### src/rtl/spi_frame_pkg.sv
package spi_frame_pkg;

  typedef enum logic {
    PH_HDR  = 1'b0,
    PH_DATA = 1'b1
  } phase_e;

  // Byte count of a fixed-length frame; zero means the frame is chip-select bounded.
  function automatic logic [2:0] fixed_len(input logic [1:0] mode);
    case (mode)
      2'b01:   fixed_len = 3'd1;
      2'b10:   fixed_len = 3'd2;
      2'b11:   fixed_len = 3'd4;
      default: fixed_len = 3'd0;
    endcase
  endfunction

endpackage

### src/rtl/spi_in_sync.sv
module spi_in_sync #(
  parameter int STAGES = 2
) (
  input  logic clk,
  input  logic rst,
  input  logic sclk,
  input  logic cs_n,
  input  logic mosi,
  output logic sclk_rise,
  output logic sclk_fall,
  output logic cs_hi,
  output logic mosi_s
);

  logic [STAGES-1:0] sclk_q;
  logic [STAGES-1:0] cs_q;
  logic [STAGES-1:0] mosi_q;
  logic              sclk_prev;

  always_ff @(posedge clk) begin
    if (rst) begin
      sclk_q    <= '0;
      cs_q      <= '1;
      mosi_q    <= '0;
      sclk_prev <= 1'b0;
    end else begin
      sclk_q    <= {sclk_q[STAGES-2:0], sclk};
      cs_q      <= {cs_q[STAGES-2:0], cs_n};
      mosi_q    <= {mosi_q[STAGES-2:0], mosi};
      sclk_prev <= sclk_q[STAGES-1];
    end
  end

  assign sclk_rise = sclk_q[STAGES-1] & ~sclk_prev;
  assign sclk_fall = ~sclk_q[STAGES-1] & sclk_prev;
  assign cs_hi     = cs_q[STAGES-1];
  assign mosi_s    = mosi_q[STAGES-1];

endmodule

### src/rtl/spi_rd_align.sv
module spi_rd_align #(
  parameter int RD_LAT = 2,
  parameter int DATA_W = 8
) (
  input  logic              clk,
  input  logic              rst,
  input  logic              rd_req,
  input  logic [DATA_W-1:0] rd_data,
  output logic [DATA_W-1:0] rd_buf
);

  logic [RD_LAT-1:0] pend;

  generate
    if (RD_LAT == 1) begin : g_one
      always_ff @(posedge clk) begin
        if (rst) pend <= '0;
        else     pend <= rd_req;
      end
    end else begin : g_many
      always_ff @(posedge clk) begin
        if (rst) pend <= '0;
        else     pend <= {pend[RD_LAT-2:0], rd_req};
      end
    end
  endgenerate

  always_ff @(posedge clk) begin
    if (rst)                rd_buf <= '0;
    else if (pend[RD_LAT-1]) rd_buf <= rd_data;
  end

endmodule

### src/rtl/spi_frame_core.sv
module spi_frame_core
  import spi_frame_pkg::*;
#(
  parameter int ADDR_W = 16,
  parameter int BLK_W  = 5,
  parameter int DATA_W = 8
) (
  input  logic              clk,
  input  logic              rst,
  input  logic              sclk_rise,
  input  logic              sclk_fall,
  input  logic              cs_hi,
  input  logic              mosi_s,
  input  logic [DATA_W-1:0] rd_buf,
  output logic              miso_q,
  output logic [BLK_W-1:0]  bus_blk,
  output logic [ADDR_W-1:0] bus_addr,
  output logic [DATA_W-1:0] bus_wdata,
  output logic              bus_we,
  output logic              bus_re
);

  localparam int CTRL_W = BLK_W + 3;
  localparam int HDR_W  = ADDR_W + CTRL_W;
  localparam int HC_W   = $clog2(HDR_W);
  localparam int BC_W   = $clog2(DATA_W);

  phase_e             ph;
  logic [HDR_W-2:0]   hdr_sh;
  logic [HC_W-1:0]    hdr_cnt;
  logic [BC_W-1:0]    bit_cnt;
  logic [2:0]         byte_cnt;
  logic [ADDR_W-1:0]  cur_addr;
  logic [BLK_W-1:0]   cur_blk;
  logic               is_wr;
  logic [1:0]         len_mode;
  logic [DATA_W-2:0]  wsh;
  logic [DATA_W-1:0]  miso_sh;
  logic               new_byte;

  logic [HDR_W-1:0]   hdr_full;
  logic [2:0]         flen;
  logic               last_byte;

  always_comb begin
    hdr_full  = {hdr_sh, mosi_s};
    flen      = fixed_len(len_mode);
    last_byte = (flen != 3'd0) && ((byte_cnt + 3'd1) == flen);
  end

  always_ff @(posedge clk) begin
    if (rst) begin
      ph        <= PH_HDR;
      hdr_sh    <= '0;
      hdr_cnt   <= '0;
      bit_cnt   <= '0;
      byte_cnt  <= '0;
      cur_addr  <= '0;
      cur_blk   <= '0;
      is_wr     <= 1'b0;
      len_mode  <= 2'b00;
      wsh       <= '0;
      miso_sh   <= '0;
      new_byte  <= 1'b0;
      miso_q    <= 1'b0;
      bus_blk   <= '0;
      bus_addr  <= '0;
      bus_wdata <= '0;
      bus_we    <= 1'b0;
      bus_re    <= 1'b0;
    end else begin
      bus_we <= 1'b0;
      bus_re <= 1'b0;
      if (cs_hi) begin
        // chip-select high: frame aborted or idle
        ph       <= PH_HDR;
        hdr_cnt  <= '0;
        bit_cnt  <= '0;
        byte_cnt <= '0;
        new_byte <= 1'b0;
        miso_q   <= 1'b0;
      end else begin
        if (sclk_rise) begin
          if (ph == PH_HDR) begin
            hdr_sh <= hdr_full[HDR_W-2:0];
            if (hdr_cnt == HC_W'(HDR_W - 1)) begin
              hdr_cnt  <= '0;
              ph       <= PH_DATA;
              cur_addr <= hdr_full[HDR_W-1 -: ADDR_W];
              cur_blk  <= hdr_full[CTRL_W-1 -: BLK_W];
              is_wr    <= hdr_full[2];
              len_mode <= hdr_full[1:0];
              bit_cnt  <= '0;
              byte_cnt <= '0;
              new_byte <= 1'b1;
              if (!hdr_full[2]) begin
                bus_re   <= 1'b1;
                bus_addr <= hdr_full[HDR_W-1 -: ADDR_W];
                bus_blk  <= hdr_full[CTRL_W-1 -: BLK_W];
              end
            end else begin
              hdr_cnt <= hdr_cnt + HC_W'(1);
            end
          end else begin
            wsh <= {wsh[DATA_W-3:0], mosi_s};
            if (bit_cnt == BC_W'(DATA_W - 1)) begin
              bit_cnt  <= '0;
              byte_cnt <= byte_cnt + 3'd1;
              cur_addr <= cur_addr + ADDR_W'(1);
              new_byte <= 1'b1;
              if (is_wr) begin
                bus_we    <= 1'b1;
                bus_addr  <= cur_addr;
                bus_blk   <= cur_blk;
                bus_wdata <= {wsh, mosi_s};
              end
              if (last_byte) begin
                ph       <= PH_HDR;
                new_byte <= 1'b0;
              end else if (!is_wr) begin
                bus_re   <= 1'b1;
                bus_addr <= cur_addr + ADDR_W'(1);
                bus_blk  <= cur_blk;
              end
            end else begin
              bit_cnt <= bit_cnt + BC_W'(1);
            end
          end
        end
        if (sclk_fall) begin
          if (ph == PH_DATA && !is_wr) begin
            if (new_byte) begin
              miso_q   <= rd_buf[DATA_W-1];
              miso_sh  <= {rd_buf[DATA_W-2:0], 1'b0};
              new_byte <= 1'b0;
            end else begin
              miso_q  <= miso_sh[DATA_W-1];
              miso_sh <= {miso_sh[DATA_W-2:0], 1'b0};
            end
          end else begin
            miso_q <= 1'b0;
          end
        end
      end
    end
  end

endmodule

### src/rtl/spi_frame_slave.sv
module spi_frame_slave #(
  parameter int ADDR_W      = 16,
  parameter int BLK_W       = 5,
  parameter int DATA_W      = 8,
  parameter int RD_LAT      = 2,
  parameter int SYNC_STAGES = 2
) (
  input  logic              clk,
  input  logic              rst,
  input  logic              spi_sclk,
  input  logic              spi_cs_n,
  input  logic              spi_mosi,
  output logic              spi_miso,
  output logic [BLK_W-1:0]  bus_blk,
  output logic [ADDR_W-1:0] bus_addr,
  output logic [DATA_W-1:0] bus_wdata,
  output logic              bus_we,
  output logic              bus_re,
  input  logic [DATA_W-1:0] bus_rdata
);

  logic              sclk_rise;
  logic              sclk_fall;
  logic              cs_hi;
  logic              mosi_s;
  logic [DATA_W-1:0] rd_buf;

  spi_in_sync #(.STAGES(SYNC_STAGES)) u_sync (
    .clk       (clk),
    .rst       (rst),
    .sclk      (spi_sclk),
    .cs_n      (spi_cs_n),
    .mosi      (spi_mosi),
    .sclk_rise (sclk_rise),
    .sclk_fall (sclk_fall),
    .cs_hi     (cs_hi),
    .mosi_s    (mosi_s)
  );

  spi_rd_align #(.RD_LAT(RD_LAT), .DATA_W(DATA_W)) u_rd (
    .clk     (clk),
    .rst     (rst),
    .rd_req  (bus_re),
    .rd_data (bus_rdata),
    .rd_buf  (rd_buf)
  );

  spi_frame_core #(.ADDR_W(ADDR_W), .BLK_W(BLK_W), .DATA_W(DATA_W)) u_core (
    .clk       (clk),
    .rst       (rst),
    .sclk_rise (sclk_rise),
    .sclk_fall (sclk_fall),
    .cs_hi     (cs_hi),
    .mosi_s    (mosi_s),
    .rd_buf    (rd_buf),
    .miso_q    (spi_miso),
    .bus_blk   (bus_blk),
    .bus_addr  (bus_addr),
    .bus_wdata (bus_wdata),
    .bus_we    (bus_we),
    .bus_re    (bus_re)
  );

endmodule

### config.mk
export PLATFORM = sky130hd
export DESIGN_NAME = spi_frame_slave
export DESIGN_NICKNAME = d
export VERILOG_FILES = /design/src/rtl/spi_frame_pkg.sv /design/src/rtl/spi_in_sync.sv /design/src/rtl/spi_rd_align.sv /design/src/rtl/spi_frame_core.sv /design/src/rtl/spi_frame_slave.sv
export SDC_FILE = /design/constraint.sdc
export NUM_CORES = 1
export LEC_CHECK = 0
export ABC_CLOCK_PERIOD_IN_PS = 2850
export BUFFER_PORTS_ARGS = -buffer_cell sky130_fd_sc_hd__buf_2
export CELL_PAD_IN_SITES_DETAIL_PLACEMENT = 0
export CELL_PAD_IN_SITES_GLOBAL_PLACEMENT = 1
export CORE_ASPECT_RATIO = 2
export CORE_MARGIN = 8
export CORE_UTILIZATION = 45
export CTS_CLUSTER_DIAMETER = 200
export DETAILED_ROUTE_END_ITERATION = 8
export PLACE_DENSITY_LB_ADDON = 0.2
export SYNTH_ARGS = -nofsm -noshare
export SYNTH_HDL_FRONTEND = slang
export SYNTH_SLANG_ARGS = --single-unit
### constraint.sdc
create_clock -name clk -period 2.85 [get_ports clk]
set_input_delay 0.7125 -clock clk [delete_from_list [all_inputs] [get_ports clk]]
set_output_delay 0.7125 -clock clk [all_outputs]
set_load 0.02 [all_outputs]
* Yosys cells after proc, flatten, opt, wreduce, memory -nomap -nowiden
Cells that the tools add are included.
W data, S select, Z words.
** Storage, ports and cells
- Bits in registers :: 124
- Input bits :: 13
- Output and inout bits :: 32
- Logic and storage cells :: 107
** Operators by class
- Reductions and logical operators :: 18
- Mux-type cells :: 45
- Bitwise operators :: 8
- Add/subtract/negate cells :: 4
- Equality and inequality tests :: 8
** Operators with widths (number)
- $mux W16 :: 10
- $mux W5 :: 8
- $mux W1 :: 20
- $add A16 B1 Y16 const B :: 1
- $mux W3 :: 5
- $reduce_and A3 Y1 :: 4
- $reduce_and A5 Y1 :: 2
- $pmux W3 S3 :: 1
- $mux W8 :: 1
- $reduce_and A4 Y1 :: 2
- $add A3 B1 Y3 const B :: 2
- $not A1 Y1 :: 6
- $add A5 B1 Y5 const B :: 1
- $eq A5 B5 Y1 const B :: 1
- $reduce_or A5 Y1 :: 1
- $eq A2 B2 Y1 const B :: 2
- $reduce_and A2 Y1 :: 2
- $eq A3 B3 Y1 :: 1
- $eq A3 B3 Y1 const B :: 1
- $reduce_bool A3 Y1 :: 1
- $reduce_or A3 Y1 :: 1
- $and A1 B1 Y1 :: 2
- $eq A2 B1 Y1 const B :: 1
- $logic_and A1 B1 Y1 :: 2
- 5 further kinds :: 5

* Depth between registers and ports, before layout
Gate-level depths: netlist of run 1.
- Depth after elaboration :: 11
- Mapped depth :: 8
- Gate-level depth less buffers :: 7

* Modules after synthesis
From an unflattened synthesis of run 1, not the netlist that was laid out.
** Second synthesis, totals
- Cell total of the unflattened synthesis :: 714
- Area, all modules :: 5791.8 µm²
** By module, submodules not included
- spi_frame_core :: cells each 668, instances 1, area each 5256.3 µm²
- spi_rd_align :: cells each 30, instances 1, area each 339.1 µm²
- spi_in_sync :: cells each 16, instances 1, area each 196.4 µm²

* Least setup slack after synthesis of run 1
No wires, ideal clock.
- Path type :: reg2reg
- Start :: register u_core.byte_cnt[0]
- End :: register u_core.bus_addr[1]
- Cell stages (with the launch flop) :: 7
- Setup time :: 91 ps
- Clock period less this slack :: 2182 ps
- Arrival time :: 2091 ps
- Slack :: 668 ps
- Cell sequence :: dfxtp_1 ha_1 xor2_2 mux2i_2 o21ai_1 a311o_1 a311oi_1
** On the way
- Longest elaborated chain between the ends :: 6
** Ends and longest elaborated chain
- start: declaration :: line spi_frame_core.sv:32 : logic [2:0] byte_cnt;
- start signal: assignment :: line spi_frame_core.sv:108 : byte_cnt <= byte_cnt + 3'd1;
- $add A3 B1 Y3 :: line spi_frame_core.sv:48 : last_byte = (flen != 3'd0) && ((byte_cnt + 3'd1) == flen);
- $eq A3 B3 Y1 :: line spi_frame_core.sv:48
- $logic_and A1 B1 Y1 :: line spi_frame_core.sv:48
- $mux W16 :: line spi_frame_core.sv:117 : if (last_byte) begin
- $mux W16 :: line spi_frame_core.sv:106 : if (bit_cnt == BC_W'(DATA_W - 1)) begin
- $mux W16 :: line spi_frame_core.sv:84 : if (ph == PH_HDR) begin
- end signal: assignment :: line spi_frame_core.sv:98 : bus_addr <= hdr_full[HDR_W-1 -: ADDR_W];
- end signal: assignment :: line spi_frame_core.sv:113 : bus_addr <= cur_addr;
- end signal: assignment :: line spi_frame_core.sv:122 : bus_addr <= cur_addr + ADDR_W'(1);
- end: declaration :: line spi_frame_core.sv:17 : output logic [ADDR_W-1:0] bus_addr,
No other way between the ends. The select of a mux whose other input is x is not followed.
A chain may end at the register's enable or synchronous reset.

* Worst setup path in the final report of run 1
- Start :: register u_core.byte_cnt[0]
- End :: register u_core.bus_addr[12]
The elaborated chain is that of the path after synthesis.

==> out/summary.txt, run 1 <==
Run status -> completed
Cell at the slowest stage of the critical path -> sky130_fd_sc_hd__mux2i_2
Hold Fails Final Rpt -> 0
Leading cell type in the layout, fill and taps excluded -> sky130_fd_sc_hd__nand2_1
Data arrival time of the critical path -> 2.84 ns
Number of buffers added by the clock tree synthesis step -> 17
Source-to-sink clock delay at the later pin of the worst-skew pair -> 0.42 ns
Power per cell area -> 605 nW/µm²
Element type at the critical path end -> register
Met1 demand-to-capacity share in global routing -> 21.4%
Number of standard-cell rows in the floorplan -> 58
Final critical-path setup slack -> 0.309 ns
Routed wire length -> 17,400 µm
Final RePlAce weighted congestion -> 0.927
Setup slack of the most critical reg-to-reg path -> 0.31 ns
Root Buffer -> sky130_fd_sc_hd__clkbuf_16
Hold/Removal Path Class -> register to register
Maximum fanout count along the critical path -> 8
IO buf count -> 44
Pins over their slew limit -> 0
GRT Residual Overflow -> 0
Resize count post-CTS -> 0
Detailed router's first-iteration violation count -> 332
Vias in the first global route -> 5,441
Number of nets in the finished design -> 761
Sequential fraction of design power -> 43.4%
Number of filler cells placed in the layout -> 1,220
Area of the core region -> 12,600 µm²
Layer with the highest usage -> met2
TritonCTS clock tree -> yes
Met3 layer usage reported by global route -> 4.64%
ANT nets after route -> 0
Main flop type after synthesis -> sky130_fd_sc_hd__dfxtp_1
Part of the total power dissipated in the clock network -> 53.6%
Class of the most critical setup path -> register to register
Die width -> 96.0 µm
Async set or reset register ratio after synthesis -> 0%
Clock transition at the registers of the reported paths -> 0.05 ns
Tightest slew margin relative to the limit -> 58.4%
Number of warning messages in the yosys log -> 0
Critical path's largest stage delay -> 0.59 ns
Cells after Synth -> 704
Die area -> 16,900 µm²
Unrepaired setup endpoints after global routing -> no
Final-layout setup total negative slack -> 0 ns
Commonest cells after routing, fill and taps aside -> 124 x sky130_fd_sc_hd__nand2_1, 122 x sky130_fd_sc_hd__dfxtp_1, 74 x sky130_fd_sc_hd__a21oi_1
Met2 Resource Use GR -> 37.1%
Worst vdd rail ir drop -> 0.000465 V
Flip-flop and latch count after synthesis -> 123
Sequential-to-total area share from yosys stat -> 42.7%
Io pins -> 45
Total buffers and inverters traversed by the critical path -> 0
Top Family by Delay on Critical Path -> multiplexers
Maximum clock path buffer count -> 2
Wire length of the first global-routing pass -> 27,900 µm
Initial antenna violation count -> 0
Count of cell types in the netlist -> 71
Number of nets in the synthesized netlist -> 722
Switching Share -> 22.6%
R2R Path End -> u_core.bus_addr[12]
Post-CTS setup-driven buffer insertion count -> 0
CP required -> 3.15 ns
Detailed Place HPWL -> 12,300 µm
Starting Density -> 45.9%
Number of vias per cell -> 6.06
Final critical-path share of the clock period -> 89.2%
Startpoint types -> register
Total via count after detailed routing -> 5,481
Max-cap check violation count -> 0
Portion of total power attributed to combinational logic -> 3.0%
Area used by multi-input combinational logic -> 3060 µm²
Synthesized cell area -> 5760 µm²
FF/Latch Area -> 2460 µm²
Maximum frequency from static timing analysis -> 0.394 GHz
Switching power summed over all nets -> 0.924 mW
Pin count of the biggest net entering global routing -> 53
Hold-fix buffers at CTS -> 0
DRC Markers -> 0
Worst R2R Path Depth -> 6
Hold wc startpoint -> u_sync.cs_q[0]
Number of enable flip-flop cells after synthesis -> 0
Worst flop-to-flop path startpoint -> u_core.byte_cnt[0]
Setup WS pre-CTS -> 0.363 ns
Count of final setup violators -> 0
H-tree Lvls -> 4
Total global-route track usage -> 21.4%
Number of instances on the worst hold path -> 1
Fin crit period -> 2.54 ns
Ratio of cells with drive above 1 in the final layout -> 16.0%
Int Power -> 3.17 mW
Router iterations before antenna repair -> 5
Synthesis-to-layout area growth -> 17.4%
P_leak -> 2.40 nW
Clock skew after layout -> 0.00780 ns
Die Span Y -> 176 µm
Diode insertion count for antenna repair -> 0
Capture endpoint of the worst hold path -> u_sync.cs_q[1]
Slew of the pin with the lowest slew margin -> 0.624 ns
Mapped Avg Cell Area -> 8.18 µm²
Average routed wire per standard cell -> 19.3 µm
Sink count of the clock tree -> 123
Ordered list of cells on the worst path -> ha_1, xor2_2, mux2i_2, nor2_2, a31o_1, a221o_1
==> layout make-up <==
cell class,instances,share of cell area (%)
sequential,123,36.4
multi-input combinational,522,45.3
tap,150,2.78
clock buffer,18,6.35
clock inverter,13,2.52
inverter,10,0.555
timing repair buffer,69,6.07
==> layer usage <==
| layer | share of wire [%] | wire length, µm |
|---|---|---|
| met1 | 37 | 6440 |
| met2 | 52 | 9030 |
| met3 | 5.3 | 920 |
| met4 | 5.9 | 1040 |
| met5 | 0 | 0 |
==> per-stage QoR <==
step	std cells	utilization, %	hold WS, ns	cell area, µm²	power, mW
2_1_floorplan	704	-	0.389	5760	1.90
3_3_place_gp	874	49.1	0.402	6160	1.93
3_5_place_dp	874	49.1	0.400	6160	1.93
4_1_cts	905	53.9	0.413	6760	4.13
5_1_grt	905	53.9	0.444	6760	4.23
6_report	905	53.9	0.409	6760	4.09
==> sequential cells by signal, indices dropped and copies added, names as in the netlist, 2 cells and up <==
name	cells
u_sync.cs_q	2
u_core.byte_cnt	3
u_core.bit_cnt	3
u_core.cur_blk	5
u_core.bus_blk	5
u_core.hdr_sh	23
u_core.bus_wdata	8
u_rd.rd_buf	8
u_sync.mosi_q	2
u_core.wsh	7
u_core.bus_addr	16
u_core.len_mode	2
u_core.miso_sh	7
u_sync.sclk_q	2
u_core.cur_addr	16
u_core.hdr_cnt	5
u_rd.pend	2
==> power by group through the flow <==
stage,Combinational (mW),Sequential [mW],Clock [mW]
floorplan,0.109,1.79,0
global placement,0.120,1.81,0
detailed placement,0.122,1.81,0
CTS,0.122,1.77,2.24
global route,0.135,1.78,2.32
finish,0.123,1.78,2.19
==> kinds of logic (layout without fill, tap and decap cells) <==
group | Yosys count | in the layout | synth area share, %
compound gates | 199 | 199 | 23.3
flops | 123 | 123 | 42.7
simple gates | 292 | 292 | 24.0
xor+xnor | 4 | 4 | 0.738
fa+ha+maj | 5 | 5 | 1.09
buf+inv | 59 | 110 | 4.13
mux | 22 | 22 | 4.04
==> Yosys cell counts (all sizes together), types with 7 or more instances <==
library cell | count | area, µm²
nand2 | 124 | 465
nor2b | 17 | 106
a21oi | 75 | 387
a31o | 8 | 70.1
nor3 | 12 | 65.1
clkbuf | 34 | 128
a211oi | 13 | 97.6
buf | 15 | 72.6
nand3 | 25 | 130
nor2 | 64 | 245
dfxtp | 123 | 2460
a221oi | 12 | 105
nand2b | 7 | 43.8
mux2i | 18 | 184
o21ai | 23 | 119
a31oi | 11 | 68.8
nand4 | 7 | 43.8
inv | 10 | 37.5
==> worst max path at each step <==
stage,startpoint,end,slack [ns],cells after the start
final,u_core.byte_cnt[0],u_core.bus_addr[12],0.31,6
after global routing,u_core.byte_cnt[0],u_core.bus_addr[12],0.16,6
after CTS,u_core.byte_cnt[0],u_core.bus_addr[12],0.33,6
after detailed placement,u_core.byte_cnt[0],u_core.bus_addr[12],0.36,6
after global placement,u_core.byte_cnt[0],u_core.bus_addr[12],0.45,6
after floorplan,u_core.byte_cnt[0],u_core.bus_addr[1],0.67,6
Power figures use the tool's default switching activity.
==> run 2, diff against run 1 <==
--- a/config.mk
+++ b/config.mk
@@ -7,7 +7,7 @@
 export LEC_CHECK = 0
 export ABC_CLOCK_PERIOD_IN_PS = 2850
 export BUFFER_PORTS_ARGS = -buffer_cell sky130_fd_sc_hd__buf_2
-export CELL_PAD_IN_SITES_DETAIL_PLACEMENT = 0
+export CELL_PAD_IN_SITES_DETAIL_PLACEMENT = 1
 export CELL_PAD_IN_SITES_GLOBAL_PLACEMENT = 1
 export CORE_ASPECT_RATIO = 2
 export CORE_MARGIN = 8
==> run 2 against run 1 <==
Combinational power about the same; die area unchanged; non-clock buffer count unchanged; global-route usage increased by 2.1 points; sequential cell count unchanged; critical path depth unchanged; maximum frequency decreased by 1.4%; critical endpoint unchanged; cell area unchanged.
==> out/summary.txt, run 2 (synthesis results as in run 1) <==
Class of the most critical setup path -> register to register
P_leak -> 2.40 nW
Initial antenna violation count -> 0
Vias in the first global route -> 5,946
Fin crit period -> 2.58 ns
Max-cap check violation count -> 0
Die Span Y -> 176 µm
Ratio of cells with drive above 1 in the final layout -> 16.1%
Hold-fix buffers at CTS -> 0
Total global-route track usage -> 23.5%
Unrepaired setup endpoints after global routing -> no
Biggest registers after layout -> u_core.hdr_sh x23, u_core.bus_addr x16, u_core.cur_addr x16
Final critical-path share of the clock period -> 90.4%
ANT nets after route -> 0
Worst R2R Path Depth -> 6
Synthesis-to-layout area growth -> 17.4%
H-tree Lvls -> 4
Cell at the slowest stage of the critical path -> sky130_fd_sc_hd__mux2i_2
Average routed wire per standard cell -> 21.3 µm
GRT Residual Overflow -> 0
Commonest cells after routing, fill and taps aside -> 124 x sky130_fd_sc_hd__nand2_1, 122 x sky130_fd_sc_hd__dfxtp_1, 74 x sky130_fd_sc_hd__a21oi_1
Clock skew after layout -> 0.00693 ns
Leading cell type in the layout, fill and taps excluded -> sky130_fd_sc_hd__nand2_1
Met2 Resource Use GR -> 42.3%
Slew of the pin with the lowest slew margin -> 0.635 ns
Max FFs per register -> 23
Source-to-sink clock delay at the later pin of the worst-skew pair -> 0.42 ns
CP required -> 3.15 ns
Number of standard-cell rows in the floorplan -> 58
Maximum frequency from static timing analysis -> 0.388 GHz
Run status -> completed
Pin count of the biggest net entering global routing -> 53
Met1 demand-to-capacity share in global routing -> 22.8%
Maximum fanout count along the critical path -> 8
Hold/Removal Path Class -> register to register
Final instance count without filler cells -> 906
Number of nets in the finished design -> 761
Layer with the highest usage -> met2
Number of instances on the worst hold path -> 1
Cell Count Post-Placement -> 874
Final-layout setup total negative slack -> 0 ns
DRC Markers -> 0
Pins over their slew limit -> 0
Clock transition at the registers of the reported paths -> 0.06 ns
Io pins -> 45
Power per cell area -> 606 nW/µm²
Router iterations before antenna repair -> 5
Most flops, register -> u_core.hdr_sh
Sink count of the clock tree -> 123
Root Buffer -> sky130_fd_sc_hd__clkbuf_16
Count of final setup violators -> 0
R2R Path End -> u_core.bus_addr[12]
Diode insertion count for antenna repair -> 0
Worst vdd rail ir drop -> 0.000607 V
Routed wire length -> 19,300 µm
Capture endpoint of the worst hold path -> u_sync.cs_q[1]
Data arrival time of the critical path -> 2.88 ns
IO buf count -> 44
Element type at the critical path end -> register
Area of the core region -> 12,600 µm²
Die area -> 16,900 µm²
Detailed Place HPWL -> 13,600 µm
Wire length of the first global-routing pass -> 30,700 µm
Total buffers and inverters traversed by the critical path -> 0
Critical path's largest stage delay -> 0.59 ns
Met3 layer usage reported by global route -> 4.30%
TritonCTS clock tree -> yes
Detailed router's first-iteration violation count -> 303
Top Family by Delay on Critical Path -> multiplexers
Worst flop-to-flop path startpoint -> u_core.byte_cnt[0]
Setup slack of the most critical reg-to-reg path -> 0.27 ns
Number of buffers added by the clock tree synthesis step -> 17
Worst-case hold slack -> 0.404 ns
Post-CTS setup-driven buffer insertion count -> 0
Starting Density -> 45.9%
Number of vias per cell -> 6.23
Hold wc startpoint -> u_sync.cs_q[0]
Total via count after detailed routing -> 5,644
Hold Fails Final Rpt -> 0
Maximum clock path buffer count -> 2
Ordered list of cells on the worst path -> ha_1, xor2_2, mux2i_2, nor2_2, a31o_1, a221o_1
Die width -> 96.0 µm
Final core utilization -> 53.9%
Resize count post-CTS -> 0
Tightest slew margin relative to the limit -> 57.3%
Startpoint types -> register
Final RePlAce weighted congestion -> 0.927
-- run 2: cell count changes in the layout (fill, tap and decap cells not counted), sizes merged --
cell    before  now
clkinv       6    2
inv         12   17
clkbuf      18   19
bufinv       3    2
-- run 2: how the worst max path moves through the flow --
stage,from,endpoint,slack [ns],cells past startpoint
final,u_core.byte_cnt[0],u_core.bus_addr[12],0.27,6
after global routing,u_core.byte_cnt[0],u_core.bus_addr[1],0.14,6
after CTS,u_core.byte_cnt[0],u_core.bus_addr[12],0.29,6
after detailed placement,u_core.byte_cnt[0],u_core.bus_addr[12],0.35,6
after global placement,u_core.byte_cnt[0],u_core.bus_addr[12],0.45,6
after floorplan,u_core.byte_cnt[0],u_core.bus_addr[1],0.67,6
-- run 2: stage by stage --
stage	cell area [µm²]	total power, mW	worst slack [ns]
4_1_cts	6760	4.13	0.293
6_report	6760	4.10	0.272
3_5_place_dp	6160	1.94	0.345
5_1_grt	6760	4.22	0.144
2_1_floorplan	5760	1.90	0.668
3_3_place_gp	6160	1.93	0.449
-- run 2: layout make-up --
type | instances | area, µm²
repair buffers | 69 | 410
multi-input cells | 522 | 3060
well taps | 150 | 188
clock buffers | 19 | 443
clock inverters | 13 | 156
fillers | 1548 | 5790
flip-flops and latches | 123 | 2460
inverters | 10 | 37.5
-- run 2: report_power, final --
group | total, mW | internal, mW | switching (mW)
Clock | 2.20 | 1.34 | 0.862
Combinational | 0.126 | 0.0517 | 0.0747
Sequential | 1.78 | 1.74 | 0.0371
Total | 4.10 | 3.13 | 0.974
-- run 2: layer usage --
layer,share of wire [%],vias to the layer above,routed length [µm]
li1,-,2625,-
met1,36,2791,6920
met2,54,153,10400
met3,4.0,75,774
met4,6.0,0,1160
met5,0,-,0
==> run 3, diff against run 2 <==
--- a/config.mk
+++ b/config.mk
@@ -6,7 +6,6 @@
 export NUM_CORES = 1
 export LEC_CHECK = 0
 export ABC_CLOCK_PERIOD_IN_PS = 2850
-export BUFFER_PORTS_ARGS = -buffer_cell sky130_fd_sc_hd__buf_2
 export CELL_PAD_IN_SITES_DETAIL_PLACEMENT = 1
 export CELL_PAD_IN_SITES_GLOBAL_PLACEMENT = 1
 export CORE_ASPECT_RATIO = 2
@@ -14,6 +13,9 @@
 export CORE_UTILIZATION = 45
 export CTS_CLUSTER_DIAMETER = 200
 export DETAILED_ROUTE_END_ITERATION = 8
+export DONT_BUFFER_PORTS = 1
+export GPL_ROUTABILITY_DRIVEN = 0
+export GPL_TIMING_DRIVEN = 0
 export PLACE_DENSITY_LB_ADDON = 0.2
 export SYNTH_ARGS = -nofsm -noshare
 export SYNTH_HDL_FRONTEND = slang
==> run 3 against run 2 <==
Combinational power increased by 25%; critical path type unchanged; total power increased by 6.1%; largest cell class unchanged; critical path depth unchanged; first-iteration DRC count increased by 36%.
==> out/summary.txt, run 3 (synthesis results as in run 1) <==
Biggest registers after layout -> u_core.hdr_sh x23, u_core.bus_addr x16, u_core.cur_addr x16
Clock skew after layout -> 0.0111 ns
Power per cell area -> 657 nW/µm²
Tightest slew margin relative to the limit -> 36.2%
Root Buffer -> sky130_fd_sc_hd__clkbuf_16
Max-cap check violation count -> 0
Initial antenna violation count -> 0
Number of instances on the worst hold path -> 1
IO buf count -> 0
Hold/Removal Path Class -> input port to register
Final critical-path share of the clock period -> 94.9%
Detailed router's first-iteration violation count -> 411
Topmost layer with routed signal wires -> met4
ANT nets after route -> 0
Commonest cells after routing, fill and taps aside -> 124 x sky130_fd_sc_hd__nand2_1, 123 x sky130_fd_sc_hd__dfxtp_1, 74 x sky130_fd_sc_hd__a21oi_1
Maximum clock path buffer count -> 2
P_leak -> 2.19 nW
Met3 Routed Length -> 1200 µm
GRT Residual Overflow -> 0
Pins over their slew limit -> 0
Maximum fanout count along the critical path -> 10
Clock transition at the registers of the reported paths -> 0.06 ns
Total power draw -> 4.35 mW
Worst R2R Path Depth -> 6
Unrepaired setup endpoints after global routing -> no
Leading cell type in the layout, fill and taps excluded -> sky130_fd_sc_hd__nand2_1
Max FFs per register -> 23
Detailed Place HPWL -> 15,300 µm
Final-layout setup total negative slack -> 0 ns
Number of filler cells placed in the layout -> 1,539
FF/Latch Area -> 2460 µm²
Fin crit period -> 2.70 ns
Final std cell area, no fill -> 6620 µm²
Hold-fix buffers at CTS -> 0
Resize count post-CTS -> 0
Area used by multi-input combinational logic -> 3070 µm²
DRC Markers -> 0
Class of the most critical setup path -> register to register
Sink count of the clock tree -> 123
Pin count of the biggest net entering global routing -> 17
Most flops, register -> u_core.hdr_sh
Number of standard-cell rows in the floorplan -> 58
Synthesis-to-layout area growth -> 14.8%
Cell area after placement -> 5950 µm²
Area of the core region -> 12,600 µm²
Wire length of the first global-routing pass -> 33,500 µm
Die width -> 96.0 µm
Number of vias per cell -> 6.47
Worst vdd rail ir drop -> 0.000583 V
Starting Density -> 45.9%
Die Span Y -> 176 µm
Router iterations before antenna repair -> 7
Total global-route track usage -> 26.3%
Final core utilization -> 52.7%
H-tree Lvls -> 4
CP required -> 3.18 ns
Diode insertion count for antenna repair -> 0
Data arrival time of the critical path -> 3.04 ns
Source-to-sink clock delay at the later pin of the worst-skew pair -> 0.43 ns
Total via count after detailed routing -> 5,731
Routed wire length -> 21,600 µm
Met1 layer wirelength in the final routing -> 7560 µm
Startpoint types -> register
Post-CTS setup-driven buffer insertion count -> 0
Hold Fails Final Rpt -> 0
Ratio of cells with drive above 1 in the final layout -> 8.70%
TritonCTS clock tree -> yes
Vias in the first global route -> 6,090
Io pins -> 45
Slew of the pin with the lowest slew margin -> 0.957 ns
Element type at the critical path end -> register
Number of buffers added by the clock tree synthesis step -> 17
Routed wire length on met2 -> 11,500 µm
Count of final setup violators -> 0
Die area -> 16,900 µm²
Run status -> completed
Number of nets in the finished design -> 741
Average routed wire per standard cell -> 24.3 µm
Maximum frequency from static timing analysis -> 0.370 GHz
==> run 3: changes by cell type in the layout (fill, tap and decap cells not counted), moves of 2 or more <==
cell	previous run	this run
sky130_fd_sc_hd__clkinv_4	2	5
sky130_fd_sc_hd__buf_1	0	2
sky130_fd_sc_hd__buf_4	26	0
sky130_fd_sc_hd__buf_2	43	13
sky130_fd_sc_hd__clkbuf_1	1	35
sky130_fd_sc_hd__bufinv_16	2	5
sky130_fd_sc_hd__inv_6	6	1
==> run 3: critical path, cell delays in order, from the launching register on <==
cell and delay, ns:
sky130_fd_sc_hd__dfxtp_1 0.35, sky130_fd_sc_hd__buf_2 0.24, sky130_fd_sc_hd__clkbuf_1 0.51, sky130_fd_sc_hd__buf_2 0.36, sky130_fd_sc_hd__clkbuf_1 0.61, sky130_fd_sc_hd__o21ai_0 0.27
sky130_fd_sc_hd__a211oi_1 0.26
==> run 3: routing by layer <==
| metal | up-vias | global-route usage [%] |
|---|---|---|
| li1 | 2581 | - |
| met3 | 92 | 6.21 |
| met4 | 0 | 16.8 |
| met2 | 231 | 46.4 |
| met1 | 2827 | 26.1 |
| met5 | - | 0 |
==> run 3: area by class of cell <==
type / instances / share of cell area, %
clock buffers: 19 / 6.69
inverters: 10 / 0.567
multi-input cells: 522 / 46.4
clock inverters: 13 / 3.25
plain buffers: 49 / 3.03
well taps: 150 / 2.84
flip-flops and latches: 123 / 37.2
==> run 3: path summary, 6_finish.rpt <==
| path | startpoint | to | slack (ns) |
|---|---|---|---|
| worst max-delay path | u_core.ph | u_core.bus_addr[6] | 0.15 |
| worst min-delay path | spi_cs_n | u_sync.cs_q[0] | 0.39 |
| worst max register to register | u_core.ph | u_core.bus_addr[6] | 0.15 |
| worst min register to register | u_sync.cs_q[0] | u_sync.cs_q[1] | 0.43 |
==> run 3: through the flow <==
step | std cells | hold slack (ns) | setup WS [ns]
after floorplan | 704 | 0.389 | 0.668
after global placement | 854 | 0.401 | 0.198
after detailed placement | 854 | 0.409 | 0.142
after CTS | 886 | 0.394 | 0.0894
after global routing | 886 | 0.395 | 0.0456
final | 886 | 0.394 | 0.147
==> run 3: report_power, final <==
part	total (mW)	switching, mW	internal, mW
combinational	0.157	0.106	0.0515
sequential	1.76	0.0190	1.74
clock	2.43	0.853	1.58
total	4.35	0.977	3.37
